`src/rtl/pra_pkg.sv`:
```
package pra_pkg;
    typedef enum logic [0:0] {
        ST_IDLE = 1'b0,
        ST_SCAN = 1'b1
    } pra_state_e;
endpackage

```
`src/rtl/pra_page_count.sv`:
```
module pra_page_count #(
    parameter int PAGE_SHIFT = 12,
    parameter int LEN_W      = 20,
    localparam int SUM_W     = LEN_W + 2,
    localparam int PCNT_W    = SUM_W - PAGE_SHIFT
) (
    input  logic [PAGE_SHIFT-1:0] byte_off,
    input  logic [LEN_W-1:0]      byte_len,
    output logic [PCNT_W-1:0]     page_cnt
);
    localparam logic [SUM_W-1:0] ROUND_ADD = SUM_W'((1 << PAGE_SHIFT) - 1);

    logic [SUM_W-1:0] span_d;

    always_comb begin
        span_d   = SUM_W'(byte_off) + SUM_W'(byte_len) + ROUND_ADD;
        page_cnt = span_d[SUM_W-1:PAGE_SHIFT];
    end
endmodule

```
`src/rtl/pra_bitmap.sv`:
```
module pra_bitmap #(
    parameter int NUM_PAGES = 128,
    parameter int RSV_PAGES = 32,
    parameter int IDX_W     = $clog2(NUM_PAGES),
    parameter int CNT_W     = $clog2(NUM_PAGES + 1)
) (
    input  logic             clk,
    input  logic             rst_n,
    input  logic             set_en,
    input  logic             clr_en,
    input  logic [IDX_W-1:0] rng_start,
    input  logic [CNT_W-1:0] rng_len,
    input  logic [IDX_W-1:0] rd_idx,
    output logic             rd_bit
);
    localparam int CMP_W = ((IDX_W > CNT_W) ? IDX_W : CNT_W) + 1;
    localparam logic [NUM_PAGES-1:0] RST_MAP = {NUM_PAGES{1'b1}} >> (NUM_PAGES - RSV_PAGES);

    logic [NUM_PAGES-1:0] map_d, map_q;
    logic [NUM_PAGES-1:0] rng_mask;
    logic [CMP_W-1:0]     rng_lo, rng_hi;

    assign rng_lo = CMP_W'(rng_start);
    assign rng_hi = CMP_W'(rng_start) + CMP_W'(rng_len);

    for (genvar gi = 0; gi < NUM_PAGES; gi++) begin : g_mask
        assign rng_mask[gi] = (CMP_W'(gi) >= rng_lo) && (CMP_W'(gi) < rng_hi);
    end

    always_comb begin
        map_d = map_q;
        for (int i = 0; i < NUM_PAGES; i++) begin
            if (i < RSV_PAGES) begin
                map_d[i] = 1'b1;
            end else if (set_en && rng_mask[i]) begin
                map_d[i] = 1'b1;
            end else if (clr_en && rng_mask[i]) begin
                map_d[i] = 1'b0;
            end
        end
    end

    always_ff @(posedge clk) begin
        if (!rst_n) map_q <= RST_MAP;
        else        map_q <= map_d;
    end

    assign rd_bit = map_q[rd_idx];

    // a granted run must consist only of pages that were free
    assert_grant_on_free_R3: assert property (@(posedge clk) disable iff (!rst_n)
        set_en |-> ((map_q & rng_mask) == '0));

    // a granted run lies wholly inside the pool
    assert_grant_in_pool_R2: assert property (@(posedge clk) disable iff (!rst_n)
        set_en |-> (rng_hi <= CMP_W'(NUM_PAGES)));

    // reserved pages never become free
    assert_reserved_held_R8: assert property (@(posedge clk) disable iff (!rst_n)
        (map_q & RST_MAP) == RST_MAP);

    // occupancy never set and cleared in the same cycle
    assert_single_update_R10: assert property (@(posedge clk) disable iff (!rst_n)
        !(set_en && clr_en));
endmodule

```
`src/rtl/pra_ctrl.sv`:
```
module pra_ctrl
    import pra_pkg::*;
#(
    parameter int NUM_PAGES = 128,
    parameter int IDX_W     = $clog2(NUM_PAGES),
    parameter int CNT_W     = $clog2(NUM_PAGES + 1)
) (
    input  logic             clk,
    input  logic             rst_n,
    input  logic             full_flush,
    input  logic             alloc_valid,
    input  logic [CNT_W-1:0] alloc_size,
    output logic             alloc_ready,
    input  logic             free_valid,
    input  logic [IDX_W-1:0] free_offset,
    input  logic [CNT_W-1:0] free_size,
    output logic             free_ready,
    input  logic             flush_valid,
    output logic             flush_ready,
    output logic             rsp_valid,
    output logic             rsp_fail,
    output logic [IDX_W-1:0] rsp_offset,
    output logic             flush_pulse,
    output logic             bm_set,
    output logic             bm_clr,
    output logic [IDX_W-1:0] bm_start,
    output logic [CNT_W-1:0] bm_len,
    output logic [IDX_W-1:0] bm_rd_idx,
    input  logic             bm_rd_bit
);
    localparam int SUM_W = CNT_W + 1;
    localparam logic [IDX_W-1:0] LAST_PG = IDX_W'(NUM_PAGES - 1);

    typedef struct packed {
        pra_state_e       st;
        logic             pass;
        logic [IDX_W-1:0] pos;
        logic [IDX_W-1:0] run_start;
        logic [CNT_W-1:0] run_len;
        logic [CNT_W-1:0] want;
        logic [IDX_W-1:0] ptr;
        logic             flag;
        logic             rsp_v;
        logic             rsp_f;
        logic [IDX_W-1:0] rsp_off;
        logic             pulse;
    } ctrl_s;

    ctrl_s ctl_d, ctl_q;

    logic             idle;
    logic [IDX_W-1:0] cand_start;
    logic [CNT_W-1:0] run_next;
    logic [SUM_W-1:0] end_pos;
    logic             wraps;
    logic             acc_alloc, acc_free, acc_flush;

    always_comb begin
        idle        = (ctl_q.st == ST_IDLE);
        alloc_ready = idle;
        free_ready  = idle && !alloc_valid;
        flush_ready = idle && !alloc_valid && !free_valid;
        acc_alloc   = alloc_valid && alloc_ready;
        acc_free    = free_valid && free_ready;
        acc_flush   = flush_valid && flush_ready;

        cand_start  = (ctl_q.run_len == '0) ? ctl_q.pos : ctl_q.run_start;
        run_next    = ctl_q.run_len + 1'b1;
        end_pos     = SUM_W'(cand_start) + SUM_W'(ctl_q.want);
        wraps       = (end_pos >= SUM_W'(NUM_PAGES));

        bm_set      = 1'b0;
        bm_clr      = 1'b0;
        bm_start    = free_offset;
        bm_len      = free_size;
        bm_rd_idx   = ctl_q.pos;

        ctl_d       = ctl_q;
        ctl_d.rsp_v = 1'b0;
        ctl_d.pulse = 1'b0;

        unique case (ctl_q.st)
            ST_IDLE: begin
                if (acc_alloc) begin
                    if (alloc_size == '0) begin
                        ctl_d.rsp_v   = 1'b1;
                        ctl_d.rsp_f   = 1'b1;
                        ctl_d.rsp_off = '1;
                        if (full_flush) ctl_d.flag = 1'b1;
                    end else begin
                        ctl_d.st      = ST_SCAN;
                        ctl_d.want    = alloc_size;
                        ctl_d.pos     = ctl_q.ptr;
                        ctl_d.run_len = '0;
                        ctl_d.pass    = 1'b0;
                    end
                end else if (acc_free) begin
                    bm_clr = 1'b1;
                end else if (acc_flush) begin
                    ctl_d.pulse = ctl_q.flag;
                    ctl_d.flag  = 1'b0;
                end
            end
            ST_SCAN: begin
                if (!bm_rd_bit && (run_next == ctl_q.want)) begin
                    bm_set        = 1'b1;
                    bm_start      = cand_start;
                    bm_len        = ctl_q.want;
                    ctl_d.st      = ST_IDLE;
                    ctl_d.rsp_v   = 1'b1;
                    ctl_d.rsp_f   = 1'b0;
                    ctl_d.rsp_off = cand_start;
                    ctl_d.ptr     = wraps ? '0 : end_pos[IDX_W-1:0];
                    if (wraps || full_flush) ctl_d.flag = 1'b1;
                end else if (ctl_q.pos == LAST_PG) begin
                    if (!ctl_q.pass) begin
                        ctl_d.pass    = 1'b1;
                        ctl_d.pos     = '0;
                        ctl_d.run_len = '0;
                        ctl_d.flag    = 1'b1;
                    end else begin
                        ctl_d.st      = ST_IDLE;
                        ctl_d.rsp_v   = 1'b1;
                        ctl_d.rsp_f   = 1'b1;
                        ctl_d.rsp_off = '1;
                        if (full_flush) ctl_d.flag = 1'b1;
                    end
                end else begin
                    ctl_d.pos = ctl_q.pos + 1'b1;
                    if (bm_rd_bit) begin
                        ctl_d.run_len = '0;
                    end else begin
                        if (ctl_q.run_len == '0) ctl_d.run_start = ctl_q.pos;
                        ctl_d.run_len = run_next;
                    end
                end
            end
            default: ctl_d.st = ST_IDLE;
        endcase
    end

    always_ff @(posedge clk) begin
        if (!rst_n) begin
            ctl_q <= '{st: ST_IDLE, pass: 1'b0, pos: '0, run_start: '0, run_len: '0,
                       want: '0, ptr: '0, flag: 1'b0, rsp_v: 1'b0, rsp_f: 1'b0,
                       rsp_off: '0, pulse: 1'b0};
        end else begin
            ctl_q <= ctl_d;
        end
    end

    assign rsp_valid   = ctl_q.rsp_v;
    assign rsp_fail    = ctl_q.rsp_f;
    assign rsp_offset  = ctl_q.rsp_off;
    assign flush_pulse = ctl_q.pulse;

    // no command is taken while a scan runs
    assert_busy_blocks_R10: assert property (@(posedge clk) disable iff (!rst_n)
        (ctl_q.st == ST_SCAN) |-> (!alloc_ready && !free_ready && !flush_ready));

    // at most one command accepted per cycle
    assert_one_accept_R10: assert property (@(posedge clk) disable iff (!rst_n)
        $onehot0({acc_alloc, acc_free, acc_flush}));

    // failure reports the all-ones offset
    assert_fail_offset_R6: assert property (@(posedge clk) disable iff (!rst_n)
        (rsp_valid && rsp_fail) |-> (&rsp_offset));

    // next-fit pointer stays inside the pool
    assert_ptr_in_pool_R4: assert property (@(posedge clk) disable iff (!rst_n)
        ctl_q.ptr <= LAST_PG);

    // a grant leaving the pointer at zero has raised the flag
    assert_wrap_flags_R4: assert property (@(posedge clk) disable iff (!rst_n)
        (rsp_valid && !rsp_fail && (ctl_q.ptr == '0)) |-> ctl_q.flag);

    // a pulse only follows a raised flag, and leaves it clear
    assert_pulse_needs_flag_R9: assert property (@(posedge clk) disable iff (!rst_n)
        flush_pulse |-> ($past(ctl_q.flag) && !ctl_q.flag));

    // the pulse lasts a single cycle
    assert_pulse_single_R9: assert property (@(posedge clk) disable iff (!rst_n)
        flush_pulse |=> !flush_pulse);

    // strict mode leaves the flag raised after any completion
    assert_strict_flag_R7: assert property (@(posedge clk) disable iff (!rst_n)
        (rsp_valid && $past(full_flush)) |-> ctl_q.flag);

    // the response strobe lasts a single cycle
    assert_rsp_single_R3: assert property (@(posedge clk) disable iff (!rst_n)
        rsp_valid |=> !rsp_valid);
endmodule

```
`src/rtl/page_run_alloc.sv`:
```
module page_run_alloc #(
    parameter int NUM_PAGES  = 128,
    parameter int RSV_PAGES  = 32,
    parameter int PAGE_SHIFT = 12,
    parameter int LEN_W      = 20,
    localparam int IDX_W     = $clog2(NUM_PAGES),
    localparam int CNT_W     = $clog2(NUM_PAGES + 1),
    localparam int PCNT_W    = LEN_W - PAGE_SHIFT + 2
) (
    input  logic                  clk,
    input  logic                  rst_n,
    input  logic                  full_flush,
    input  logic                  alloc_valid,
    output logic                  alloc_ready,
    input  logic [CNT_W-1:0]      alloc_size,
    input  logic                  free_valid,
    output logic                  free_ready,
    input  logic [IDX_W-1:0]      free_offset,
    input  logic [CNT_W-1:0]      free_size,
    input  logic                  flush_valid,
    output logic                  flush_ready,
    output logic                  rsp_valid,
    output logic                  rsp_fail,
    output logic [IDX_W-1:0]      rsp_offset,
    output logic                  flush_pulse,
    input  logic [PAGE_SHIFT-1:0] calc_off,
    input  logic [LEN_W-1:0]      calc_len,
    output logic [PCNT_W-1:0]     calc_pages
);
    logic             bm_set, bm_clr, bm_rd_bit;
    logic [IDX_W-1:0] bm_start, bm_rd_idx;
    logic [CNT_W-1:0] bm_len;

    pra_ctrl #(.NUM_PAGES(NUM_PAGES), .IDX_W(IDX_W), .CNT_W(CNT_W)) u_ctrl (
        .clk        (clk),
        .rst_n      (rst_n),
        .full_flush (full_flush),
        .alloc_valid(alloc_valid),
        .alloc_size (alloc_size),
        .alloc_ready(alloc_ready),
        .free_valid (free_valid),
        .free_offset(free_offset),
        .free_size  (free_size),
        .free_ready (free_ready),
        .flush_valid(flush_valid),
        .flush_ready(flush_ready),
        .rsp_valid  (rsp_valid),
        .rsp_fail   (rsp_fail),
        .rsp_offset (rsp_offset),
        .flush_pulse(flush_pulse),
        .bm_set     (bm_set),
        .bm_clr     (bm_clr),
        .bm_start   (bm_start),
        .bm_len     (bm_len),
        .bm_rd_idx  (bm_rd_idx),
        .bm_rd_bit  (bm_rd_bit)
    );

    pra_bitmap #(.NUM_PAGES(NUM_PAGES), .RSV_PAGES(RSV_PAGES), .IDX_W(IDX_W), .CNT_W(CNT_W)) u_map (
        .clk      (clk),
        .rst_n    (rst_n),
        .set_en   (bm_set),
        .clr_en   (bm_clr),
        .rng_start(bm_start),
        .rng_len  (bm_len),
        .rd_idx   (bm_rd_idx),
        .rd_bit   (bm_rd_bit)
    );

    pra_page_count #(.PAGE_SHIFT(PAGE_SHIFT), .LEN_W(LEN_W)) u_pcnt (
        .byte_off(calc_off),
        .byte_len(calc_len),
        .page_cnt(calc_pages)
    );
endmodule

```
`config.mk`:
```
export PLATFORM = sky130hd
export DESIGN_NAME = page_run_alloc
export DESIGN_NICKNAME = d
export VERILOG_FILES = /design/src/rtl/pra_pkg.sv /design/src/rtl/pra_page_count.sv /design/src/rtl/pra_bitmap.sv /design/src/rtl/pra_ctrl.sv /design/src/rtl/page_run_alloc.sv
export SDC_FILE = /design/constraint.sdc
export NUM_CORES = 1
export LEC_CHECK = 0
export BUFFER_PORTS_ARGS = -buffer_cell sky130_fd_sc_hd__buf_2
export CORE_MARGIN = 5
export CORE_UTILIZATION = 50
export CTS_CLUSTER_SIZE = 30
export DETAILED_ROUTE_END_ITERATION = 8
export PLACE_DENSITY = 0.71
export SLEW_MARGIN = 20
export SYNTH_ARGS = -nofsm -noshare
export SYNTH_HDL_FRONTEND = slang
export SYNTH_HIERARCHICAL = 1
export SYNTH_SLANG_ARGS = --single-unit
```
`constraint.sdc`:
```
create_clock -name clk -period 20.4 [get_ports clk]
set_input_delay 1.02 -clock clk [delete_from_list [all_inputs] [get_ports clk]]
set_output_delay 1.02 -clock clk [all_outputs]
set_load 0.005 [all_outputs]
```
==> metrics.txt, run 1 <==
status finished clean; initial antenna violation count 0; CTS tree yes; global-route wire length before repair ~55000 um; Cell Area, Placed 11000 um2; clock skew between 0.01 and 0.015 ns; commonest non-fill, non-tap cell in the layout nand2_1; port buffer count 82; slew margin rel. 0.258; Fin. Hold Viols 0; Synth Cell Area roughly 11000 um2; Unique masters post-synth 82; initial DRC count 1744; Syn Area/Cell 7.93 um2; die height 157 um; max frequency approximately 120 MHz; total core area between 20000 and 25000 um2; EDFF count, synth 0; Worst Setup Path Type reg -> reg; critical path endpoint category register; clock tree buffer depth 2; final WL between 30000 and 40000 um; Place WS around 12 ns; largest net degree at the start of global routing 69; CTS Buf Count 17; vias per std cell 6.69; worst-path fanout max 32; Synth Net Count 1464; Yosys top cell area share 0.271; Power Dens Cells ~69 nW/um2; asr flop ratio synth 0; Final setup viols 0; worst setup margin ~12 ns; Hold Buf Count CTS 0; Worst Path Required between 20 and 25 ns; startpoint types register; Tmin final 8.43 ns; Worst-path clk slew 0.07 ns; Post-synth top flop dfxtp_1; cells after synthesis 1361; max_cap viols 0; FILL cells 1981; H-tree depth 4; RePlAce Congestion around 1.0; post-detailed-route count of antenna-violating nets 0; Area Overhead vs Synth 7.12%; cell row count 53; WHS about 0.46 ns; Total GRT Usage 0.282; Final Cell Area about 12000 um2; storage element area between 2000 and 3000 um2; # IOs between 80 and 90; area of the multi-input gates 6990 um2; #FFs+latches synth 146; Max Slew Vio Count 0; total congestion overflow 0; Num Clock Sinks roughly 150; drt wl/cell ~22 um; final net count between 1000 and 1500; Ys Warns 6; clock latency on the worst-skew pair 0.43 ns; dominant cells by area after synthesis dfxtp_1 27%, nand2_1 6.4%, mux4_2 6.3%; vias in the first global route approximately 10000; share of cells above drive strength 1 0.176; drt drc 0; Chip Width ~160 um; setup tns final 0 ns; Seq/Total Area, Yosys 0.271; Initial Util 0.510; period utilisation layout 0.413; Arr. time, crit path a little under 9 ns; CTS root buffer clkbuf_16; Slew @ Worst Pin ~1.1 ns; worst min path class reg -> reg; via count between 10000 and 15000; setup bufs post-CTS 0; Antenna diodes 0; Resized cells post-CTS 0; RSZ-0062 raised after global routing false; DP HPWL around 25000 um; commonest cells after routing, fill and taps aside 185 x nand2_1, 145 x dfxtp_1, 91 x o21ai_0, 81 x buf_2, 80 x a21oi_1; 1st-pass router iterations 6; total die area 24600 um2; Static Leakage roughly 4.6 nW; area leader, netlist dfxtp_1; Max VDD drop approximately 0.044 mV
-- final cells by class --
type                    instances  share of cell area
multi-input cells            1019               0.605
flip-flops and latches        146               0.253
repair buffers                 93              0.0429
clock buffers                  19              0.0383
well taps                     275              0.0298
inverters                      62              0.0206
clock inverters                13              0.0104
-- registers in the layout, summed over array words and instances, names as in the netlist --
| name | flops |
|---|---|
| u_ctrl/rsp_fail | 1 |
| u_ctrl/rsp_valid | 1 |
| u_ctrl/rsp_offset | 7 |
| u_ctrl/bm_rd_idx | 7 |
| u_map/map_q | 96 |
| u_ctrl/flush_pulse | 1 |
| u_ctrl/ctl_q | 33 |
-- routing by layer --
metal / part of all wire / vias up / global-route usage
met5: 0 / - / 0
met4: 0.031 / 0 / 0.0938
met3: 0.11 / 100 / 0.0539
met2: 0.44 / 659 / 0.430
met1: 0.42 / 5118 / 0.402
li1: - / 5002 / -
-- per-stage QoR --
step	util	cells	power (mW)
finish	0.546	1627	0.798
CTS	0.546	1627	0.793
global route	0.546	1627	0.827
global placement	0.520	1595	0.491
detailed placement	0.520	1595	0.492
floorplan	-	1361	0.436
-- critical path: stages, from the launching register on --
cell and delay, ns:
dfxtp_2 0.31, buf_4 0.48, mux4_2 0.58, mux4_2 0.53, mux2_2 0.30, o21ai_0 0.32, a21oi_1 0.16, or3_1 0.39
or4_4 0.53, or3_1 0.76, clkinv_4 0.35, mux2_2 0.61, ha_1 0.55, o21ai_1 0.16, a2111oi_2 0.42, a211oi_1 0.09
buf_4 0.20, nand2_1 0.38, nand2_1 0.52, o311ai_0 0.49, o31ai_1 0.13
-- cell families after synthesis --
| family | count (synthesis) | synth area share |
|---|---|---|
| AO/OA/AOI/OAI | 494 | 0.318 |
| XOR/XNOR | 24 | 0.0195 |
| adder cells (fa/ha/maj) | 43 | 0.0510 |
| buffers and inverters | 196 | 0.0825 |
| flip-flops | 146 | 0.271 |
| multiplexers | 46 | 0.0789 |
| other | 1 | 0.000348 |
| AND/OR/NAND/NOR | 411 | 0.179 |
-- power breakdown --
part           switching [mW]  internal (mW)
clock                   0.140          0.163
sequential            0.00397          0.288
combinational           0.145         0.0583
-- Yosys cell counts, drive strengths merged, types with 5 or more instances --
master,count
nor3,17
o21bai,6
xnor2,18
and2,14
a21o,27
buf,52
inv,61
dfxtp,146
or3,9
o221a,7
a31oi,64
o311ai,6
a32o,18
xor2,6
nand2b,15
and3,17
nand2,187
nand4,16
a31o,52
clkbuf,82
o31ai,8
a22oi,7
a21oi,82
ha,40
or2,5
nor2b,10
nor4,8
o21a,12
o21ai,117
mux4,30
o32ai,5
nor2,60
o211a,9
a311oi,5
o211ai,29
mux2,12
o2bb2ai,8
nand3,38
-- final timing paths --
check | end | startpoint | depth (start not counted) | slack, ns
setup reg to reg | u_map/map_q[115] | u_ctrl/bm_rd_idx[0] | 20 | 11.97
setup / recovery | u_map/map_q[115] | u_ctrl/bm_rd_idx[0] | 20 | 11.97
hold / removal | u_ctrl/ctl_q[15] | u_ctrl/ctl_q[15] | 2 | 0.46
hold reg to reg | u_ctrl/ctl_q[15] | u_ctrl/ctl_q[15] | 2 | 0.46
No activity file was read; power rests on OpenSTA's default activity.
==> run 2, diff against run 1 <==
==> constraint.sdc (replaced) <==
create_clock -name clk -period 8.8 [get_ports clk]
set_input_delay 0.44 -clock clk [delete_from_list [all_inputs] [get_ports clk]]
set_output_delay 0.44 -clock clk [all_outputs]
set_load 0.005 [all_outputs]
==> metrics.txt, run 2 (same netlist as run 1, synthesis figures left out) <==
Initial Util 0.510; vias in the first global route slightly above 10000; max_cap viols 0; top flop regs u_map/map_q (96), u_ctrl/ctl_q (33); RSZ-0062 raised after global routing false; setup bufs post-CTS 0; setup tns final 0 ns; Tmin final approximately 8.1 ns; Max VDD drop about 0.11 mV; DP HPWL about 26000 um; critical path, cell by cell mux4_2, mux4_2, mux2_2, o21ai_0, a21oi_1, or3_1, or4_4, or3_1, buf_4, clkinv_4, mux2_2, ha_1, inv_1, fa_1, nand2b_1, a2111oi_2, a211oi_1, buf_4, nand2_1, nand2_1, o311ai_0, o31ai_1; via count roughly 11000; period utilisation layout 0.920; Power Total 1.95 mW; startpoint types register; Final setup viols 0; Worst-path clk slew approximately 0.070 ns; Chip Width ~160 um; Worst Path Required about 9.1 ns; largest net degree at the start of global routing 77; H-tree depth 4; Resized cells post-CTS 0; total core area 21200 um2; Max Slew Vio Count 0; cell row count 53; Num Clock Sinks around 150; Arr. time, crit path 8.39 ns; status finished clean; initial DRC count about 1500; max frequency 124 MHz; Final Cell Area ~12000 um2; commonest non-fill, non-tap cell in the layout nand2_1; Area Overhead vs Synth 8.54%; post-layout util 0.554; commonest cells after routing, fill and taps aside 185 x nand2_1, 145 x dfxtp_1, 91 x o21ai_0, 81 x buf_2, 80 x a21oi_1; reg2reg setup slack between 0.7 and 0.8 ns; CTS Buf Count 17; CP max stage delay 0.82 ns; global-route wire length before repair between 50000 and 60000 um; final net count roughly 1500; post-detailed-route count of antenna-violating nets 0; # IOs 84; drt wl/cell 22.2 um; Fin. Hold Viols 0; WHS 0.265 ns; total congestion overflow 0; slew margin rel. 0.299; delay-heaviest family, CP simple AND/OR/NAND/NOR gates; Cell Area, Placed 11100 um2; vias per std cell between 6 and 7; Antenna diodes 0; CTS tree yes; total die area roughly 25000 um2; share of cells above drive strength 1 0.183; 1st-pass router iterations 6; die height ~160 um; CTS root buffer clkbuf_16; Power Dens Cells 166 nW/um2; Crit-path slowest cell dfxtp_2; max reg flops 96; most flop-heavy register u_map/map_q; clock tree buffer depth 2; CP bufs+invs 4; port buffer count 82; Worst Setup Path Type reg -> reg; Slew @ Worst Pin about 1.1 ns; final WL 36300 um; clock latency on the worst-skew pair between 0.4 and 0.5 ns; worst-path fanout max 28; critical path endpoint category register; worst min path class in -> reg; Total GRT Usage 0.291; initial antenna violation count 0; Static Leakage 4.65 nW; RePlAce Congestion roughly 1.1; drt drc 0; Hold Buf Count CTS 0; clock skew approximately 0.013 ns
==> run 2: changes by cell type in the layout (fill, tap and decap cells not counted) <==
cell / before / now
buf_4: 12 / 23
clkinvlp_4: 2 / 0
inv_8: 2 / 4
clkbuf_8: 1 / 0
bufinv_16: 0 / 3
clkinv_4: 3 / 1
inv_6: 5 / 6
and2_1: 10 / 11
and2_2: 3 / 2
clkbuf_1: 1 / 0
==> run 2: path summary, 6_finish.rpt <==
path,from,to,cells after the start
setup / recovery,u_ctrl/bm_rd_idx[0],u_map/map_q[124],22
setup reg to reg,u_ctrl/bm_rd_idx[0],u_map/map_q[124],22
hold / removal,alloc_size[7],u_ctrl/ctl_q[25],3
hold reg to reg,u_ctrl/ctl_q[11],u_ctrl/ctl_q[11],2
==> run 2: metal layers <==
layer / GRT usage / up-vias / part of all wire
met5: 0 / - / 0
met3: 0.0608 / 110 / 0.11
li1: - / 5023 / -
met4: 0.115 / 0 / 0.036
met1: 0.406 / 5211 / 0.41
met2: 0.443 / 680 / 0.44
==> run 2: cell type report <==
class | count | area [um2]
fill | 1987 | 9440
multi-input combinational | 1019 | 6990
sequential | 146 | 2920
timing repair buffer | 104 | 578
clock buffer | 17 | 425
tap | 275 | 344
inverter | 62 | 238
clock inverter | 15 | 209
==> run 2: stage by stage <==
step	setup WS, ns	instances
6_report	0.708	1638
5_1_grt	0.402	1638
4_1_cts	0.776	1638
3_5_place_dp	0.799	1606
3_3_place_gp	1.03	1606
2_1_floorplan	2.20	1361
==> run 2: report_power, final <==
group | internal (mW) | total (mW) | switching (mW)
Combinational | 0.140 | 0.471 | 0.331
Sequential | 0.668 | 0.681 | 0.0136
Clock | 0.461 | 0.796 | 0.335
==> run 2: worst min-delay path, delay by kind of cell <==
kind,cells,cell delay (ns)
buf+inv,1,0.11
simple gates,1,0.05
compound gates,1,0.05
==> run 3, diff against run 2 <==
--- a/config.mk
+++ b/config.mk
@@ -7,10 +7,10 @@
 export LEC_CHECK = 0
 export BUFFER_PORTS_ARGS = -buffer_cell sky130_fd_sc_hd__buf_2
 export CORE_MARGIN = 5
-export CORE_UTILIZATION = 50
+export CORE_UTILIZATION = 62
 export CTS_CLUSTER_SIZE = 30
 export DETAILED_ROUTE_END_ITERATION = 8
-export PLACE_DENSITY = 0.71
+export PLACE_DENSITY = 0.85
 export SLEW_MARGIN = 20
 export SYNTH_ARGS = -nofsm -noshare
 export SYNTH_HDL_FRONTEND = slang
==> metrics.txt, run 3 (same netlist as run 1, synthesis figures left out) <==
placed insts 1553; setup bufs post-CTS 0; max reg flops 96; commonest cells after routing, fill and taps aside 185 x nand2_1, 145 x dfxtp_1, 91 x o21ai_0, 81 x buf_2, 80 x a21oi_1; die height approximately 140 um; Worst Path Required between 9 and 10 ns; Arr. time, crit path 8.78 ns; CTS Buf Count 17; max_cap viols 0; via count around 11000; critical path endpoint category register; initial DRC count 2080; Resized cells post-CTS 0; RSZ-0062 raised after global routing false; total core area ~17000 um2; Worst-path clk slew roughly 0.060 ns; drt drc 0; DP HPWL between 20000 and 30000 um; total die area slightly above 20000 um2; Area Overhead vs Synth 7.63%; worst min path class in -> reg; WHS 0.252 ns; critical path, cell by cell buf_4, mux4_2, mux4_2, mux2_2, o21ai_0, a21oi_1, or3_1, or4_4, or3_1, buf_4, clkinv_4, mux2_2, ha_1, inv_1, fa_1, nand2b_1, a21oi_2, xor2_2, nand3_1, o21ai_1, nand3_1, a32o_1; Total GRT Usage 0.352; commonest non-fill, non-tap cell in the layout nand2_1; vias per std cell between 7 and 8; slew margin rel. 0.181; Worst Setup Path Type reg -> reg; CP max stage delay between 0.7 and 0.8 ns; hold_sp alloc_size[3]; Final Non-Filler Cells between 1500 and 2000; Initial Util 0.628; Slew @ Worst Pin roughly 1.2 ns; clock skew ~0.011 ns; post-layout util 0.676; period utilisation layout 0.960; Static Leakage between 4 and 5 nW; Max Slew Vio Count 0; vias in the first global route 10614; share of cells above drive strength 1 0.179; worst-path fanout max 28; setup tns final 0 ns; Hold Buf Count CTS 0; RePlAce Congestion 1.03; final WL between 30000 and 40000 um; Fin. Hold Viols 0; Max VDD drop 0.164 mV; Tmin final 8.45 ns; # IOs 84; largest net degree at the start of global routing between 90 and 100; top flop regs u_map/map_q (96), u_ctrl/ctl_q (33); CTS tree yes; CTS root buffer clkbuf_16; Num Clock Sinks 146; H-tree depth 4; Reg2Reg Launch Point u_ctrl/bm_rd_idx[0]; initial antenna violation count 0; Chip Width approximately 140 um; 1st-pass router iterations 7; status finished clean; Power Dens Cells ~170 nW/um2; global-route wire length before repair 56400 um; Final setup viols 0; delay-heaviest family, CP simple AND/OR/NAND/NOR gates; total congestion overflow 0; clock latency on the worst-skew pair approximately 0.44 ns; startpoint types register; post-detailed-route count of antenna-violating nets 0; most flop-heavy register u_map/map_q; port buffer count 82; cell row count 48; clock tree buffer depth 2; CP bufs+invs 4; Crit. Startpoint u_ctrl/bm_rd_idx[0]; Crit-path slowest cell xor2_2; max frequency ~120 MHz; final net count ~1500; drt wl/cell approximately 23 um
==> run 3: cell count changes in the layout (fill, tap and decap cells not counted) <==
cell | previous run | this run
buf_8 | 0 | 1
inv_6 | 6 | 2
inv_8 | 4 | 0
clkinv_4 | 1 | 5
clkinvlp_4 | 0 | 2
diode_2 | 0 | 1
clkbuf_1 | 0 | 2
buf_4 | 23 | 19
==> run 3: layout make-up <==
class,instances,area (um2)
Clock inverter,13,179
Sequential cell,146,2920
Inverter,62,238
Tap cell,225,282
Multi-Input combinational cell,1019,6990
Antenna cell,1,2.50
Fill cell,1431,5560
Clock buffer,19,433
Timing Repair Buffer,101,563
==> run 3: through the flow <==
stage / power, mW / setup slack, ns / cell area, um2
floorplan: 1.01 / 2.20 / 10800
global placement: 1.13 / 0.900 / 11000
detailed placement: 1.14 / 0.699 / 11000
CTS: 1.89 / 0.640 / 11600
global route: 1.98 / 0.107 / 11600
finish: 1.92 / 0.352 / 11600
==> run 3: worst reg2reg max path: stages, from the launching register on <==
cell      delay [ns]
dfxtp_2         0.67
buf_4           0.33
mux4_2          0.53
mux4_2          0.46
mux2_2          0.29
o21ai_0         0.41
a21oi_1         0.24
or3_1           0.43
or4_4           0.54
or3_1           0.35
buf_4           0.23
clkinv_4        0.20
mux2_2          0.32
ha_1            0.23
inv_1           0.06
fa_1            0.43
nand2b_1        0.26
a21oi_2         0.24
xor2_2          0.78
nand3_1         0.40
o21ai_1         0.52
nand3_1         0.14
a32o_1          0.29
==> run 3: report_power, final <==
part	internal, mW	leakage (nW)	total [mW]	switching, mW
combinational	0.140	3.15	0.474	0.335
sequential	0.668	1.18	0.684	0.0156
clock	0.451	0.291	0.759	0.308
==> run 3: final timing paths <==
| check | endpoint | slack (ns) | cells past startpoint |
|---|---|---|---|
| worst max-delay path | u_map/map_q[119] | 0.35 | 22 |
| worst min-delay path | u_ctrl/ctl_q[21] | 0.25 | 3 |
| worst max register to register | u_map/map_q[119] | 0.35 | 22 |
| worst min register to register | u_ctrl/ctl_q[11] | 0.46 | 2 |
==> run 3: per-layer routing <==
layer  track usage  vias to the layer above  part of all wire
met2         0.533                      877              0.43
met1         0.451                     5196              0.37
met5             0                        -           0.00098
met3         0.119                      192              0.14
li1              -                     5027                 -
met4         0.170                        2             0.055
